--- src/rtl/exc_cause_classifier.sv ---
module exc_cause_classifier #(
  parameter int DATA_W  = 32,
  parameter int IRQ_W   = 32,
  parameter int CAUSE_W = 4
) (
  input  logic               clk,
  input  logic               rst_n,
  input  logic               prev_ie,
  input  logic [IRQ_W-1:0]   irq_pend,
  input  logic               is_trap,
  input  logic               is_ldst,
  input  logic               is_xfer,
  input  logic               is_unimp,
  input  logic               is_illegal,
  input  logic               is_div,
  input  logic               is_sdiv,
  input  logic [DATA_W-1:0]  numer,
  input  logic [DATA_W-1:0]  denom,
  input  logic               exc_taken,
  output logic [CAUSE_W-1:0] cause_now,
  output logic [CAUSE_W-1:0] cause_q
);
  localparam logic [CAUSE_W-1:0] C_NONE  = CAUSE_W'(0);
  localparam logic [CAUSE_W-1:0] C_IRQ   = CAUSE_W'(1);
  localparam logic [CAUSE_W-1:0] C_TRAP  = CAUSE_W'(2);
  localparam logic [CAUSE_W-1:0] C_DADDR = CAUSE_W'(3);
  localparam logic [CAUSE_W-1:0] C_JADDR = CAUSE_W'(4);
  localparam logic [CAUSE_W-1:0] C_UNIMP = CAUSE_W'(5);
  localparam logic [CAUSE_W-1:0] C_ILLEG = CAUSE_W'(6);
  localparam logic [CAUSE_W-1:0] C_DIVER = CAUSE_W'(7);
  localparam logic [CAUSE_W-1:0] C_UNKN  = {CAUSE_W{1'b1}};
  localparam logic [DATA_W-1:0]  MOST_NEG = {1'b1, {(DATA_W-1){1'b0}}};
  localparam logic [DATA_W-1:0]  MINUS_1  = {DATA_W{1'b1}};

  logic irq_hit, div_zero, div_ovf, div_err;

  assign irq_hit  = prev_ie && (|irq_pend);
  assign div_zero = (denom == '0);
  assign div_ovf  = is_sdiv && (numer == MOST_NEG) && (denom == MINUS_1);
  assign div_err  = is_div && (div_zero || div_ovf);

  always_comb begin
    if (irq_hit)         cause_now = C_IRQ;
    else if (is_trap)    cause_now = C_TRAP;
    else if (is_ldst)    cause_now = C_DADDR;
    else if (is_xfer)    cause_now = C_JADDR;
    else if (is_unimp)   cause_now = C_UNIMP;
    else if (is_illegal) cause_now = C_ILLEG;
    else if (div_err)    cause_now = C_DIVER;
    else                 cause_now = C_UNKN;
  end

  always_ff @(posedge clk) begin
    if (!rst_n)         cause_q <= C_NONE;
    else if (exc_taken) cause_q <= cause_now;
  end
endmodule


--- config.mk ---
export PLATFORM = sky130hd
export DESIGN_NAME = exc_cause_classifier
export DESIGN_NICKNAME = d
export VERILOG_FILES = /design/src/rtl/exc_cause_classifier.sv
export SDC_FILE = /design/constraint.sdc
export NUM_CORES = 1
export LEC_CHECK = 0
export BUFFER_PORTS_ARGS = -buffer_cell sky130_fd_sc_hd__buf_2
export CAP_MARGIN = 40
export CORE_MARGIN = 2
export CORE_UTILIZATION = 25
export DETAILED_ROUTE_END_ITERATION = 12
export HOLD_SLACK_MARGIN = 0.1
export PLACE_DENSITY = 0.85
export SYNTH_ARGS = -nofsm -noshare
export SYNTH_HDL_FRONTEND = slang
export SYNTH_SLANG_ARGS = --single-unit
--- constraint.sdc ---
create_clock -name clk -period 4.12 [get_ports clk]
set_clock_uncertainty 0.05 [all_clocks]
set_input_delay 0.412 -clock clk [delete_from_list [all_inputs] [get_ports clk]]
set_output_delay 0.412 -clock clk [all_outputs]
set_load 0.03 [all_outputs]
== After elaboration in Yosys (flattened, before gate mapping) ==
Cells that the tools add are included.
Storage, ports and cells
  register bits after elaboration: 4
  latch bits: 0
  bits in writable memories: 0
  bits in read-only memories: 0
  input bits: 107
  output and inout port bits: 8
  word-level logic and storage cells: 17
  memories: 0
Cells by class
  add/subtract/negate cells: 0
  $mul: 0
  div/mod/pow operators: 0
  order comparisons: 0
  equality and inequality tests: 2
  shifts and indexed selects: 0
  multiplexer cells: 7
  bitwise logic cells: 0
  reductions and logical operators: 7
Operator list (count)
  equality test 32 bit, second input constant: 2
  logical NOT 32 bit: 1
  OR reduction 32 bit: 1
  two-way mux 4 bit: 7
  logical AND 1 bit: 4
  logical OR 1 bit: 1

== Longest topological paths before layout ==
Gate-level depths: netlist of run 1.
  depth after elaboration: 12
  gate-level depth with buffers: 5
  gate-level depth less buffers: 5

== Least setup slack after synthesis of run 1 ==
OpenSTA, ideal clock, no wires.
  path kind: in2out
  from: in irq_pend[26]
  to: out cause_now[3]
  arrival time: 1.676 ns
  slack: 1.982 ns
  stages on the path: 5
  buffers on the path: 0
  cell sequence: nor4_1 > nand4_1 > o21ai_1 > o211ai_2 > nor2_1
Between the ends
  longest elaborated chain between the ends: 3
RTL lines
  start: declaration: line 9  | input logic [IRQ_W-1:0] irq_pend,
  OR reduction 32 bit: line 37  | assign irq_hit = prev_ie && (|irq_pend);
  logical AND 1 bit: line 37
  two-way mux 4 bit: line 43  | if (irq_hit) cause_now = C_IRQ;
  end: declaration: line 20  | output logic [CAUSE_W-1:0] cause_now,
No other way between the ends.

== Final worst setup path of run 1 ==
  from: in denom[0]
  to: out cause_now[3]
Between the ends
  longest elaborated chain between the ends: 11
  elaborated cells on any way between the ends: 12
RTL lines
  start: declaration: line 18  | input logic [DATA_W-1:0] denom,
  equality test 32 bit: line 39  | assign div_ovf = is_sdiv && (numer == MOST_NEG) && (denom == MINUS_1);
  logical AND 1 bit: line 39
  logical OR 1 bit (*): line 40  | assign div_err = is_div && (div_zero || div_ovf);
  logical AND 1 bit (*): line 40
  two-way mux 4 bit (*): line 49  | else if (div_err) cause_now = C_DIVER;
  two-way mux 4 bit (*): line 48  | else if (is_illegal) cause_now = C_ILLEG;
  two-way mux 4 bit (*): line 47  | else if (is_unimp) cause_now = C_UNIMP;
  two-way mux 4 bit (*): line 46  | else if (is_xfer) cause_now = C_JADDR;
  two-way mux 4 bit (*): line 45  | else if (is_ldst) cause_now = C_DADDR;
  two-way mux 4 bit (*): line 44  | else if (is_trap) cause_now = C_TRAP;
  two-way mux 4 bit (*): line 43
Every way passes the cells marked *; elsewhere a longest branch is shown, timed or not.

==> out/metrics.cfg, run 1 <==
[critical_path]
cp_common_cell = buf_2
slowest_stage = or4_1
cpPeakStageDelay_ps = 480
reg2reg_depth = 1
required_ps = 3660
endpoint_kind = output port
critical_path.cell_chain = buf_2 -> nor4b_1 -> nand4_1 -> or4_1 -> o21ai_1 -> nor2_1 -> buf_2
path_max_fanout = 2
critical_path_arrival_ps = 1870
startpoint_type = primary input
crit_type = primary input to output port

[grt]
grt_pass1_wl_um = 3970
first_global_vias = 954
grt.total_usage = 0.200
antenna_found_initial = 0
grt_max_degree = 9
grt_overflow = 0

[detailed_routing]
vias = 1080
wl_per_cell_um = 11.6
ant_nets = 0
drt_first_pass_iters = 4
drt_iter0_drc = 21
drc_errors = 0
wl_um = 2520
via_per_inst = 4.95

[sta]
final.period_utilization = 0.567
fmax_ghz = 0.428
fin_ws_ps = 1790
slew_headroom = 0.715
tightest_slew_ps = 425
fin_crit_ps = 2330
drv_slew = 0
hold_viol_final = 0
finalSetupTns_ps = 0
fin_hold_ws_ps = 423
rsz0062_at_grt = false
setup_violations = 0

[cells_and_area]
fin_area_sq_um = 1160
mostFrequentLayoutCell = buf_2
num_antenna_cells = 0
fin_cells = 218
fin_nets = 300
most-common-layout-cells = 114 x buf_2, 15 x nor4_1, 11 x nand4_1, 7 x nor2_1, 6 x or4_1
final_core_util = 0.583
area_delta_synth_final_pct = 118
largest_reg_flops = 4
reg_top3 = cause_q x4
top_register = cause_q
fillers = 215
layout-drive-gt1-share = 0.628

[clock_tree]
hold_buffers = 0
post-cts-setup-buffers = 0
clkTransAtPathRegs_ps = 40
cts_buffers = 3
cts_sinks = 4
cts-htree-levels = 1
clk_path_buf_depth = 2
clkLatencyLatePin_ps = 230
root_buffer = clkbuf_4
cts_tree = yes
ctsResizeCount = 0

[run]
drv_cap = 0

[place]
place_inst = 215
port_buffers = 114
place_area_sq_um = 1130
gp_congestion = 1.01
dp_hpwl_um = 2350
pre_cts_slack_ps = 1790

[synth]
synth_area_sq_um = 529
ys_ff_latch = 4
synth_area_per_cell_sq_um = 7.15
yosysSeqAreaShare = 0.151
syn_inst = 74
yosysUniqueCellTypes = 26
syn-num-nets = 181
yosys_warnings = 0

[floorplanning]
core_sq_um = 1980
io_pins = 115
start_util = 0.267
fp.dieW_um = 50.0
placementRows = 16
die_h_um = 50.0
die_area_sq_um = 2500

[power_and_ir_drop]
ir_worst_vdd_v = 0.000115
p_per_area_nw_per_um2 = 146
total_power_mw = 0.169
total_leakage_power_nw = 0.582

[hold_path]
hold_depth = 2
hold_path_class = flop to flop

[status]
outcome = complete, no violations

## final cells by class
cell class              count  area, sq um  share of cell area
inverters                   1         3.75             0.00325
repair buffers            114          571               0.494
flip-flops and latches      4         80.1              0.0693
well taps                  27         33.8              0.0292
multi-input cells          69          445               0.385
clock buffers               3         22.5              0.0195
## synth_stat cells
master,number,share of area
o21ai_1,2,0.019
o211ai_1,1,0.014
o211ai_2,1,0.024
nand3b_1,1,0.014
nand4b_1,2,0.033
or4_4,1,0.021
o31a_1,1,0.017
nor3_1,3,0.028
and2_1,1,0.012
o211a_1,1,0.019
nor2_1,7,0.050
or4_1,6,0.085
nand2_1,3,0.021
o21ai_0,1,0.0094
nand2b_1,2,0.024
o311ai_0,1,0.017
nand3_1,2,0.019
nor4b_1,2,0.033
inv_1,1,0.0071
nor4_2,1,0.024
nor4_1,15,0.18
a21boi_0,2,0.028
a21oi_1,1,0.0094
dfxtp_1,4,0.15
o31ai_1,1,0.014
nand4_1,11,0.13
## final timing paths
kind	slack [ps]	endpoint	startpoint
hold / removal	420	cause_q[1]	cause_q[1]
setup reg to reg	3440	cause_q[0]	cause_q[0]
setup / recovery	1790	cause_now[3]	denom[0]
hold reg to reg	420	cause_q[1]	cause_q[1]
## metal layers
layer / global-route usage / routed length [um] / up-vias / part of all wire
met5: 0 / 0 / - / 0
met3: 0.0212 / 191 / 4 / 0.076
met2: 0.357 / 1310 / 52 / 0.52
met1: 0.240 / 999 / 465 / 0.40
met4: 0.0787 / 22 / 0 / 0.0087
li1: - / - / 559 / -
## kinds of logic after synthesis
family	share of synthesized area
flops	0.151
simple gates	0.671
compound gates	0.170
buf+inv	0.00709
## power breakdown
part,internal [mW],switching (mW),leakage [nW]
Sequential,0.0405,0.000729,0.0327
Clock,0.0325,0.0143,0.0138
Combinational,0.0459,0.0354,0.536
Total,0.119,0.0504,0.582
## worst max-delay path: cells and delay by family
family	cells	cell delay, ps
AOI/OAI and AO/OA	1	190
buffers and inverters	2	280
and+or+nand+nor	4	990
No activity file was read; power rests on OpenSTA's default activity.
==> inputs of run 2 (changes only) <==
--- a/config.mk
+++ b/config.mk
@@ -8,10 +8,10 @@
 export BUFFER_PORTS_ARGS = -buffer_cell sky130_fd_sc_hd__buf_2
 export CAP_MARGIN = 40
 export CORE_MARGIN = 2
-export CORE_UTILIZATION = 25
+export CORE_UTILIZATION = 23
 export DETAILED_ROUTE_END_ITERATION = 12
 export HOLD_SLACK_MARGIN = 0.1
-export PLACE_DENSITY = 0.85
+export PLACE_DENSITY = 0.79
 export SYNTH_ARGS = -nofsm -noshare
 export SYNTH_HDL_FRONTEND = slang
 export SYNTH_SLANG_ARGS = --single-unit
==> constraint.sdc (replaced) <==
create_clock -name clk -period 2.23 [get_ports clk]
set_clock_uncertainty 0.05 [all_clocks]
set_input_delay 0.223 -clock clk [delete_from_list [all_inputs] [get_ports clk]]
set_output_delay 0.223 -clock clk [all_outputs]
set_load 0.03 [all_outputs]
==> run 2 against run 1 <==
  * Worst setup slack got worse by 1500 ps
  * Clock power up 93%
  * Routed wire length grew 0.40%
  * Sequential cell count unchanged
  * Sequential power is 84% higher
  * Core utilization shrank 5.5 points
  * Sequential share of layout area about the same
  * Design area up 0.11%
  * Critical path depth is the same
==> out/metrics.cfg, run 2 (synthesis gave the netlist of run 1 again) <==
[clock_tree]
post-cts-setup-buffers = 0  ; unchanged
clk_path_buf_depth = 2  ; unchanged
cts-htree-levels = 1  ; unchanged
cts_tree = yes
root_buffer = clkbuf_4
cts_buffers = 3  ; unchanged
cts_sinks = 4  ; unchanged
hold_buffers = 0  ; unchanged
ctsResizeCount = 0  ; unchanged
clkTransAtPathRegs_ps = 40  ; about the same
clkLatencyLatePin_ps = 230  ; about the same

[grt]
first_global_vias = 1045  ; +9.5%
antenna_found_initial = 0  ; unchanged
grt_overflow = 0  ; unchanged
grt_pass1_wl_um = 4170  ; +5.2%
met3_usage = 0.0431  ; +0.0219
grt_max_degree = 9  ; unchanged
grt.total_usage = 0.202  ; +0.00202
grt_busiest_layer = met2
groute.layer.met1.usage = 0.240  ; -0.000368
grtUsageMet2 = 0.342  ; -0.0157

[critical_path]
critical_path_arrival_ps = 1680  ; -190 ps
path_max_fanout = 2  ; unchanged
startpoint_type = primary input
required_ps = 1960  ; -1700 ps
endpoint_kind = output port
crit_type = primary input to output port

[detailed_routing]
ant_nets = 0  ; unchanged
vias = 1085  ; +0.46%
drt_iter0_drc = 20  ; -4.8%
via_per_inst = 4.95  ; about the same
drt_first_pass_iters = 4  ; unchanged
wl_um = 2530  ; +0.40%
drc_errors = 0  ; unchanged
wl_per_cell_um = 11.6  ; about the same

[cells_and_area]
most-common-layout-cells = 114 x buf_2, 15 x nor4_1, 11 x nand4_1, 7 x nor2_1, 6 x or4_1
largest_reg_flops = 4  ; unchanged
num_antenna_cells = 0  ; unchanged
mostFrequentLayoutCell = buf_2
reg_top3 = cause_q x4
fin_nets = 300  ; unchanged
layout-drive-gt1-share = 0.628  ; unchanged
regArea_sq_um = 80.1  ; unchanged
multi_input_area_sq_um = 445  ; unchanged
area_delta_synth_final_pct = 119
top_register = cause_q
fillers = 242  ; +13%

[place]
gp_congestion = 0.934  ; -7.3%
dp_hpwl_um = 2400  ; +2.0%
port_buffers = 114  ; unchanged

[power_and_ir_drop]
p_per_area_nw_per_um2 = 273  ; +86%
p_switching_mw = 0.0958  ; +90%
combPwrFrac = 0.474  ; -0.006
total_leakage_power_nw = 0.582  ; unchanged
internal-power_mw = 0.220  ; +85%
power_frac_seq = 0.241  ; -0.003
switching_share = 0.304  ; +0.00562
ir_worst_vdd_v = 0.000132  ; +15%
clkPwrFrac = 0.285  ; +0.009
total_power_mw = 0.316  ; +86%

[sta]
tightest_slew_ps = 433  ; +7.66 ps
fin_crit_ps = 1960
rsz0062_at_grt = false
finalSetupTns_ps = 0  ; unchanged
slew_headroom = 0.710  ; -0.00514
final.period_utilization = 0.877
fmax_ghz = 0.511
hold_viol_final = 0  ; unchanged
setup_violations = 0  ; unchanged
drv_slew = 0  ; unchanged

[status]
outcome = complete, no violations

[floorplanning]
core_sq_um = 2190  ; +11%
die_h_um = 52.0  ; +3.9%
placementRows = 17  ; +1
fp.dieW_um = 52.0  ; +3.9%
start_util = 0.242  ; -0.0255
io_pins = 115  ; unchanged
die_area_sq_um = 2700  ; +8.0%

[run]
drv_cap = 0  ; unchanged

[hold_path]
hold_path_class = primary input to flop

run 2: cell type report:
type / instances / area share
repair buffers: 114 / 0.493
multi-input cells: 69 / 0.385
flip-flops and latches: 4 / 0.0692
well taps: 28 / 0.0303
clock buffers: 3 / 0.0195
inverters: 1 / 0.00324
run 2: worst max-delay path, cell delays in order:
cell	delay, ps
buf_2	100
or4_4	520
nor4_2	290
nand4_1	140
o211ai_2	170
nor2_1	60
buf_2	170
run 2: final timing paths:
check	start	endpoint	slack, ps	depth (start not counted)
worst max-delay path	numer[27]	cause_now[3]	270	7
worst min-delay path	rst_n	cause_q[3]	230	3
worst max register to register	cause_q[1]	cause_q[1]	1570	2
worst min register to register	cause_q[3]	cause_q[3]	440	2
run 2: per-layer routing:
layer / vias up / routed length [um] / part of all wire
li1: 559 / - / -
met1: 466 / 996 / 0.39
met2: 56 / 1310 / 0.52
met3: 4 / 208 / 0.082
met4: 0 / 23 / 0.0091
met5: - / 0 / 0
run 2: per-stage QoR:
step,instance area (sq um),setup slack (ps),instances,hold slack [ps],util
CTS,1160,255,219,221,0.528
finish,1160,274,219,228,0.528
detailed placement,1130,253,216,433,0.518
global route,1160,110,219,225,0.528
global placement,1130,272,216,414,0.518
floorplan,529,470,74,311,-
run 2: power groups by stage:
stage / combinational, mW / sequential [mW] / clock (mW)
2_1_floorplan: 0.0330 / 0.0830 / 0
3_3_place_gp: 0.148 / 0.0772 / 0
3_5_place_dp: 0.150 / 0.0773 / 0
4_1_cts: 0.150 / 0.0761 / 0.0953
5_1_grt: 0.166 / 0.0763 / 0.102
6_report: 0.149 / 0.0761 / 0.0901
